`config.mk`:
```
export PLATFORM = sky130hd
export DESIGN_NAME = spiq_status
export DESIGN_NICKNAME = d
export VERILOG_FILES = /design/src/rtl/spiq_pkg.sv /design/src/rtl/spiq_level_flags.sv /design/src/rtl/spiq_xfer_fsm.sv /design/src/rtl/spiq_sticky_bit.sv /design/src/rtl/spiq_status.sv
export SDC_FILE = /design/constraint.sdc
export NUM_CORES = 1
export LEC_CHECK = 0
export BUFFER_PORTS_ARGS = -buffer_cell sky130_fd_sc_hd__buf_4
export CAP_MARGIN = 20
export CORE_MARGIN = 8
export CORE_UTILIZATION = 40
export CTS_CLUSTER_SIZE = 40
export DETAILED_ROUTE_END_ITERATION = 8
export HOLD_SLACK_MARGIN = 0.12
export PLACE_DENSITY = 0.79
export SLEW_MARGIN = 40
export SYNTH_ARGS = -nofsm -noshare
export SYNTH_HDL_FRONTEND = slang
export SYNTH_SLANG_ARGS = --single-unit
export TNS_END_PERCENT = 1
```
`constraint.sdc`:
```
create_clock -name clk -period 3.3 [get_ports clk]
set_input_delay 0.165 -clock clk [delete_from_list [all_inputs] [get_ports clk]]
set_output_delay 0.165 -clock clk [all_outputs]
set_load 0.02 [all_outputs]
```
`src/rtl/spiq_pkg.sv`:
```
package spiq_pkg;
    typedef enum logic [0:0] {
        XF_QUIET  = 1'b0,
        XF_MOVING = 1'b1
    } xfer_state_e;

    localparam int ST_TX_EMPTY = 0;
    localparam int ST_TX_REQ   = 1;
    localparam int ST_TX_FULL  = 2;
    localparam int ST_RX_READY = 3;
    localparam int ST_RX_REQ   = 4;
    localparam int ST_RX_FULL  = 5;
    localparam int ST_RX_OVF   = 6;
    localparam int ST_DONE     = 7;
    localparam int ST_W        = 8;

    localparam int DQ_TX   = 0;
    localparam int DQ_RX   = 1;
    localparam int DQ_TAIL = 2;
    localparam int DQ_W    = 3;

    localparam int N_STICKY = 2;
endpackage

```
`src/rtl/spiq_level_flags.sv`:
```
module spiq_level_flags #(
    parameter int DEPTH = 16,
    parameter int CW    = $clog2(DEPTH + 1)
) (
    input  logic [CW-1:0] tx_count,
    input  logic [CW-1:0] rx_count,
    input  logic [CW-1:0] tx_thresh,
    input  logic [CW-1:0] rx_thresh,
    input  logic [CW-1:0] rx_dma_len,
    input  logic          rx_push,
    output logic          tx_empty,
    output logic          tx_req,
    output logic          tx_full,
    output logic          rx_ready,
    output logic          rx_req,
    output logic          rx_full,
    output logic          ovf_evt,
    output logic          tail_cand
);
    localparam logic [CW-1:0] FULL_CNT = CW'(DEPTH);

    always_comb begin
        tx_empty  = (tx_count == '0);
        tx_req    = (tx_count <= tx_thresh);
        tx_full   = (tx_count == FULL_CNT);
        rx_ready  = (rx_count != '0);
        rx_req    = (rx_count > rx_thresh);
        rx_full   = (rx_count == FULL_CNT);
        ovf_evt   = rx_push && (rx_count == FULL_CNT);
        tail_cand = (rx_count != '0) && (rx_count < rx_dma_len);
    end
endmodule

```
`src/rtl/spiq_xfer_fsm.sv`:
```
module spiq_xfer_fsm
    import spiq_pkg::*;
(
    input  logic clk,
    input  logic rst_n,
    input  logic tx_empty,
    input  logic engine_busy,
    output logic done_evt,
    output logic quiet_next
);
    xfer_state_e state_q, state_d;
    logic        idle_now;

    assign idle_now = tx_empty && !engine_busy;

    always_ff @(posedge clk) begin
        if (!rst_n) state_q <= XF_QUIET;
        else        state_q <= state_d;
    end

    always_comb begin
        state_d  = state_q;
        done_evt = 1'b0;
        unique case (state_q)
            XF_QUIET: begin
                if (!idle_now) state_d = XF_MOVING;       // start
            end
            XF_MOVING: begin
                if (idle_now) begin                       // finish
                    state_d  = XF_QUIET;
                    done_evt = 1'b1;
                end
            end
            default: state_d = XF_QUIET;
        endcase
        quiet_next = (state_d == XF_QUIET);
    end
endmodule

```
`src/rtl/spiq_sticky_bit.sv`:
```
module spiq_sticky_bit (
    input  logic clk,
    input  logic rst_n,
    input  logic set_evt,
    input  logic clr_req,
    output logic flag
);
    always_ff @(posedge clk) begin
        if (!rst_n)       flag <= 1'b0;
        else if (set_evt) flag <= 1'b1;
        else if (clr_req) flag <= 1'b0;
    end
endmodule

```
`src/rtl/spiq_status.sv`:
```
module spiq_status
    import spiq_pkg::*;
#(
    parameter int DEPTH = 16,
    parameter int CW    = $clog2(DEPTH + 1)
) (
    input  logic          clk,
    input  logic          rst_n,
    input  logic [CW-1:0] tx_count,
    input  logic [CW-1:0] rx_count,
    input  logic          rx_push,
    input  logic          engine_busy,
    input  logic [CW-1:0] tx_thresh,
    input  logic [CW-1:0] rx_thresh,
    input  logic [CW-1:0] rx_dma_len,
    input  logic [7:0]    int_en,
    input  logic [2:0]    dma_en,
    input  logic          clr_we,
    input  logic [7:0]    clr_mask,
    output logic [7:0]    status,
    output logic          irq,
    output logic [2:0]    dma_req,
    output logic [CW-1:0] tx_level,
    output logic [CW-1:0] rx_level
);
    localparam int N_LEVEL = ST_W - N_STICKY;
    localparam int STICKY_POS [N_STICKY] = '{ST_RX_OVF, ST_DONE};

    logic tx_empty, tx_req, tx_full, rx_ready, rx_req, rx_full;
    logic ovf_evt, tail_cand, done_evt, quiet_next;

    logic [N_LEVEL-1:0]  level_d, level_q;
    logic [N_STICKY-1:0] sticky_set, sticky_q;
    logic                tail_q;
    logic [CW-1:0]       tx_lvl_q, rx_lvl_q;

    spiq_level_flags #(.DEPTH(DEPTH), .CW(CW)) u_levels (
        .tx_count  (tx_count),
        .rx_count  (rx_count),
        .tx_thresh (tx_thresh),
        .rx_thresh (rx_thresh),
        .rx_dma_len(rx_dma_len),
        .rx_push   (rx_push),
        .tx_empty  (tx_empty),
        .tx_req    (tx_req),
        .tx_full   (tx_full),
        .rx_ready  (rx_ready),
        .rx_req    (rx_req),
        .rx_full   (rx_full),
        .ovf_evt   (ovf_evt),
        .tail_cand (tail_cand)
    );

    spiq_xfer_fsm u_fsm (
        .clk        (clk),
        .rst_n      (rst_n),
        .tx_empty   (tx_empty),
        .engine_busy(engine_busy),
        .done_evt   (done_evt),
        .quiet_next (quiet_next)
    );

    assign level_d    = {rx_full, rx_req, rx_ready, tx_full, tx_req, tx_empty};
    assign sticky_set = {done_evt, ovf_evt};

    generate
        for (genvar s = 0; s < N_STICKY; s++) begin : g_sticky
            spiq_sticky_bit u_bit (
                .clk    (clk),
                .rst_n  (rst_n),
                .set_evt(sticky_set[s]),
                .clr_req(clr_we && clr_mask[STICKY_POS[s]]),
                .flag   (sticky_q[s])
            );
        end
    endgenerate

    always_ff @(posedge clk) begin
        if (!rst_n) begin
            level_q  <= '0;
            tail_q   <= 1'b0;
            tx_lvl_q <= '0;
            rx_lvl_q <= '0;
        end else begin
            level_q  <= level_d;
            tail_q   <= quiet_next && tail_cand;
            tx_lvl_q <= tx_count;
            rx_lvl_q <= rx_count;
        end
    end

    always_comb begin
        status            = '0;
        status[N_LEVEL-1:0] = level_q;
        for (int s = 0; s < N_STICKY; s++) status[STICKY_POS[s]] = sticky_q[s];
        irq               = |(status & int_en);
        dma_req[DQ_TX]    = dma_en[DQ_TX]   && status[ST_TX_REQ];
        dma_req[DQ_RX]    = dma_en[DQ_RX]   && status[ST_RX_REQ];
        dma_req[DQ_TAIL]  = dma_en[DQ_TAIL] && tail_q;
    end

    assign tx_level = tx_lvl_q;
    assign rx_level = rx_lvl_q;
endmodule

```
; After elaboration in Yosys (flattened, before gate mapping)
; Index checks and enable logic that the tools add are counted.
[word_totals]
register_bits = 20
latchBits = 0
ram_bits = 0
romBits = 0
in_bits = 49
out_inout_bits = 22
wordCells = 35
n_memories = 0
[op_classes]
addsub = 0
multipliers = 0
div = 0
magnitude_cmp = 3
eq_ne = 2
n_shift = 0
mux = 7
bitwise = 1
reduce_logical = 15
[ops]
columns = cell, n
row1 = equality test 5 bit (second input constant), 2
row2 = logical AND 1 bit, 9
row3 = AND 8 bit, 1
row4 = OR reduction 8 bit, 1
row5 = 2-to-1 mux 1 bit, 7
row6 = greater-than comparator 5 bit, 1
row7 = less-or-equal comparator 5 bit, 1
row8 = logical NOT 5 bit, 1
row9 = less-than comparator 5 bit, 1
row10 = nonzero test 5 bit, 1
row11 = nonzero test 2 bit, 2
row12 = logical NOT 1 bit, 1

; Depth between registers and ports, before layout
[depth]
ltp_word = 5
ltp_mapped = 6
depth_no_buf = 6

; By module
; From an unflattened synthesis, not the netlist that was laid out.
[unflattened]
hier_cells = 112
area_unflattened_um2 = 1093.5
[by_module_without_submodules]
columns = mod, n_inst, cells_each, area_each_um2, seq_area_each_um2
row1 = spiq_status, 1, 45, 541.8, 340.3
row2 = spiq_level_flags, 1, 57, 422.9, 0.0
row3 = spiq_sticky_bit, 2, 3, 41.3, 20.0
row4 = spiq_xfer_fsm, 1, 4, 46.3, 20.0

; Worst setup path after synthesis
; Ideal clock, no wire load.
[synth_timing]
kind = input -> register
from = input tx_count[0]
to = register tail_q
setup_ps = 100
t_arrival_ps = 1288
required_ps = 3200
path_slack_ps = 1912
stages = 3
n_path_buf = 0
path_cell_list = or4_4 or3_4 a2111oi_4
[synth_between]
elab_chain_len = 3
[synth_rtl]
columns = element, line
row1 = from (decl), spiq_status.sv:9  ; input logic [CW-1:0] tx_count,
row2 = logical NOT 5 bit, spiq_level_flags.sv:23  ; tx_empty = (tx_count == '0);
row3 = logical AND 1 bit, spiq_xfer_fsm.sv:14  ; assign idle_now = tx_empty && !engine_busy;
row4 = logical AND 1 bit, spiq_status.sv:86  ; tail_q <= quiet_next && tail_cand;
row5 = to (signal assigned), spiq_status.sv:86
row6 = to (decl), spiq_status.sv:34  ; logic tail_q;
; No other way between the ends.
; A chain may end at the register's enable or synchronous reset.

; Final worst setup path
; Same ends and word-level chain as after synthesis.

==> flow_metrics.py <==
metrics = {
    "status": {
        "outcome": "completed",
    },
    "critical_path": {
        "start_kind": "input port",
        "crit_fanout": 3,
        "worst_ep_arrival_time_ps": 2020,
        "path_class": "input port to flop",
        "critical_path.startpoint": "tx_count[0]",
        "reg2reg_to": "g_sticky[0].u_bit.flag",
        "reg2reg_slack_ps": 2640,
        "worst-endpoint-required_ps": 3500,
        "crit_path_cell_trace": "dlygate4sd3_1, buf_4, or4_4, or3_4, a2111oi_4",
        "crit_path_end": "tail_q",
        "ff2ff_path_depth": 1,
        "cp_slowest_cell": "dlygate4sd3_1",
        "critPathMaxStageDelay_ps": 550,
        "cp-end-kind": "flop",
        "r2r_start": "g_sticky[0].u_bit.flag",
    },
    "clocking": {
        "clkTransAtPathRegs_ps": 100,
        "cts.path.max_buffers": 2,
        "postCtsSetupBuffers": 0,
        "clk_latency_ps": 300,
        "htreeDepth": 1,
        "cts_tree": "yes",
        "clock-sinks": 20,
        "cts-resized-gates": 0,
        "cts_inserted_buffers": 3,
        "clk_root_buffer_cell": "clkbuf_4",
    },
    "finish": {
        "fill_cells": 184,
        "layout-drive-gt1-share": 0.403,
        "final_nets": 245,
        "n_antenna_cell": 0,
        "syn2layout_area_growth_pct": 66.5,
        "fin_util": 0.688,
    },
    "synth": {
        "ys_ff_latch": 20,
        "synthAdderAreaFrac": 0.176,
        "ys.flop_type": "dfxtp_1",
        "synthTopCellsByArea": "dfxtp_1 40%, ha_1 18%, and2_1 6.9%",
        "seq_area_frac_synth": 0.402,
        "synth_edf_count": 0,
        "yosys.area_share.xor_xnor": 0,
        "synth_compound_area_frac": 0.155,
        "muxShareOfSynthArea": 0,
        "yosysMostFrequentCell": "dfxtp_1",
        "synth-simple-area-share": 0.185,
        "synthArstFlopShare": 0,
        "synth_common_cells": "20 x dfxtp_1, 17 x inv_1, 14 x ha_1, 11 x and2_1, 7 x nand2_1",
        "ys_warn_count": 0,
        "synth_top_family_by_area": "simple AND/OR/NAND/NOR gates",
        "syn_area_um2": 996,
        "yosysTopAreaCellShare": 0.402,
        "syn_avg_cell_area_um2": 9.49,
        "ys_types": 28,
        "synth_fp_nets": 168,
        "syn_inst": 105,
        "synth_top_cell_by_area": "dfxtp_1",
    },
    "drt": {
        "viasPerCell": 4.84,
        "drtPass1Iterations": 4,
        "routed_wl_mm": 3.19,
        "remaining_drc_errors": 0,
        "vias": 1021,
        "dr.first_iter.drc_count": 9,
        "wl_per_cell_um": 15.1,
        "ant_nets": 0,
    },
    "floorplanning": {
        "die_area_mm2": 0.00434,
        "dieWidth_um": 65.9,
        "fp-row-count": 18,
        "die_h_um": 65.9,
        "core_mm2": 0.00241,
        "initial_core_util": 0.413,
        "ios": 71,
    },
    "sta": {
        "finalCritPeriodShare": 0.551,
        "skew_ps": 9.69,
        "finalHoldViolations": 0,
        "finalSetupViolations": 0,
        "maxSlewHeadroom": 0.816,
        "fin_crit_ps": 1820,
        "rsz0062_at_grt": "no",
        "worst_pin_slew_ps": 274,
        "tns_ps": 0,
        "final_max_slew_viol_count": 0,
        "clock.fmax_mhz": 550,
    },
    "power": {
        "p_sw_w": 0.000147,
        "combPwrFrac": 0.247,
        "sw_frac_of_total": 0.244,
        "seq_power_share": 0.427,
        "power.density_mw_per_mm2": 364,
        "p_int_w": 0.000456,
        "p_clk_frac": 0.326,
        "p_leak_nw": 0.854,
        "peakVddDrop_mv": 0.251,
    },
    "grt": {
        "antenna_found_initial": 0,
        "grt_overflow_total": 0,
        "grt_max_degree": 17,
        "grt_pass1_vias": 1194,
        "grt_pass1_wl_mm": 5.26,
        "track_usage": 0.153,
    },
    "place": {
        "dp_hpwl_mm": 2.59,
        "gp_congestion": 0.785,
        "portBuffers": 64,
    },
    "job": {
        "max_cap_viol_count": 0,
    },
    "min_path": {
        "hold_path.class": "input port to flop",
    },
}
-- what timing repair did --
action	CTS	global route
hold buffers	11	0
endpoints found under the hold margin	12	0
endpoints found under the setup margin	0	0
-- layer usage --
| layer | vias up | part of all wire | track usage |
|---|---|---|---|
| li1 | 509 | - | - |
| met1 | 455 | 0.35 | 0.142 |
| met2 | 47 | 0.55 | 0.292 |
| met3 | 10 | 0.075 | 0.0424 |
| met4 | 0 | 0.030 | 0.0817 |
| met5 | - | 0 | 0 |
-- layout make-up --
type	count	area [um^2]	area share
timing repair buffer	75	591	0.356
clock inverter	1	30.0	0.0181
clock buffer	3	22.5	0.0136
tap	30	37.5	0.0226
multi-input combinational	65	513	0.309
inverter	17	63.8	0.0385
sequential	20	400	0.242
-- cells by family (layout without fill, tap and decap cells) --
logic type	count (synthesis)	count (layout)
flip-flops	20	20
AND/OR/NAND/NOR	32	32
AO/OA/AOI/OAI	19	19
adder cells (fa/ha/maj)	14	14
buffers and inverters	20	96
-- critical path, delay by kind of cell --
family | cells | cell delay, ps
AOI/OAI and AO/OA | 1 | 260
buffers and inverters | 2 | 690
and+or+nand+nor | 2 | 910
-- cells in the final DEF, fill, tap and decap left out, types with 2 or more instances in the layout --
cell type,instances
buf_4,64
dlygate4sd3_1,11
ha_1,14
nand4_1,3
inv_1,17
and2_1,11
a211oi_1,3
a21oi_1,2
o21ai_0,2
dfxtp_1,20
clkbuf_4,3
nand2_1,7
a22oi_1,4
nor2_1,4
-- registers in the layout (all words and copies together), names as in the netlist --
register             cells
tx_level                 5
tail_q                   1
rx_level                 5
g_sticky.u_bit.flag      2
u_fsm.state_q            1
level_q                  6
-- per-stage QoR --
step           worst slack (ps)  cells  area (um^2)  power [W]  hold WS, ps
2_1_floorplan              1910    105          996   0.000324          242
3_3_place_gp               1750    196         1500   0.000394          369
3_5_place_dp               1730    196         1500   0.000401          372
4_1_cts                    1490    211         1660   0.000608          137
5_1_grt                    1440    211         1660   0.000638          148
6_report                   1480    211         1660   0.000604          148
-- worst min path at each step --
stage                     start                endpoint  slack, ps  cells after the start
CTS                 clr_mask[7]  g_sticky[1].u_bit.flag        140                      4
global placement    tx_count[4]              level_q[0]        370                      2
finish              clr_mask[7]  g_sticky[1].u_bit.flag        150                      4
detailed placement  tx_count[4]              level_q[0]        370                      2
global route        engine_busy                  tail_q        150                      3
floorplan           tx_count[4]              level_q[0]        240                      1
-- power by group through the flow --
stage               Sequential, W  Clock (W)  Combinational [W]
floorplan                0.000275          0          0.0000492
global placement         0.000262          0           0.000132
detailed placement       0.000263          0           0.000138
CTS                      0.000258   0.000202           0.000149
global route             0.000259   0.000216           0.000162
finish                   0.000258   0.000197           0.000149
(Power assumes the default switching activity.)
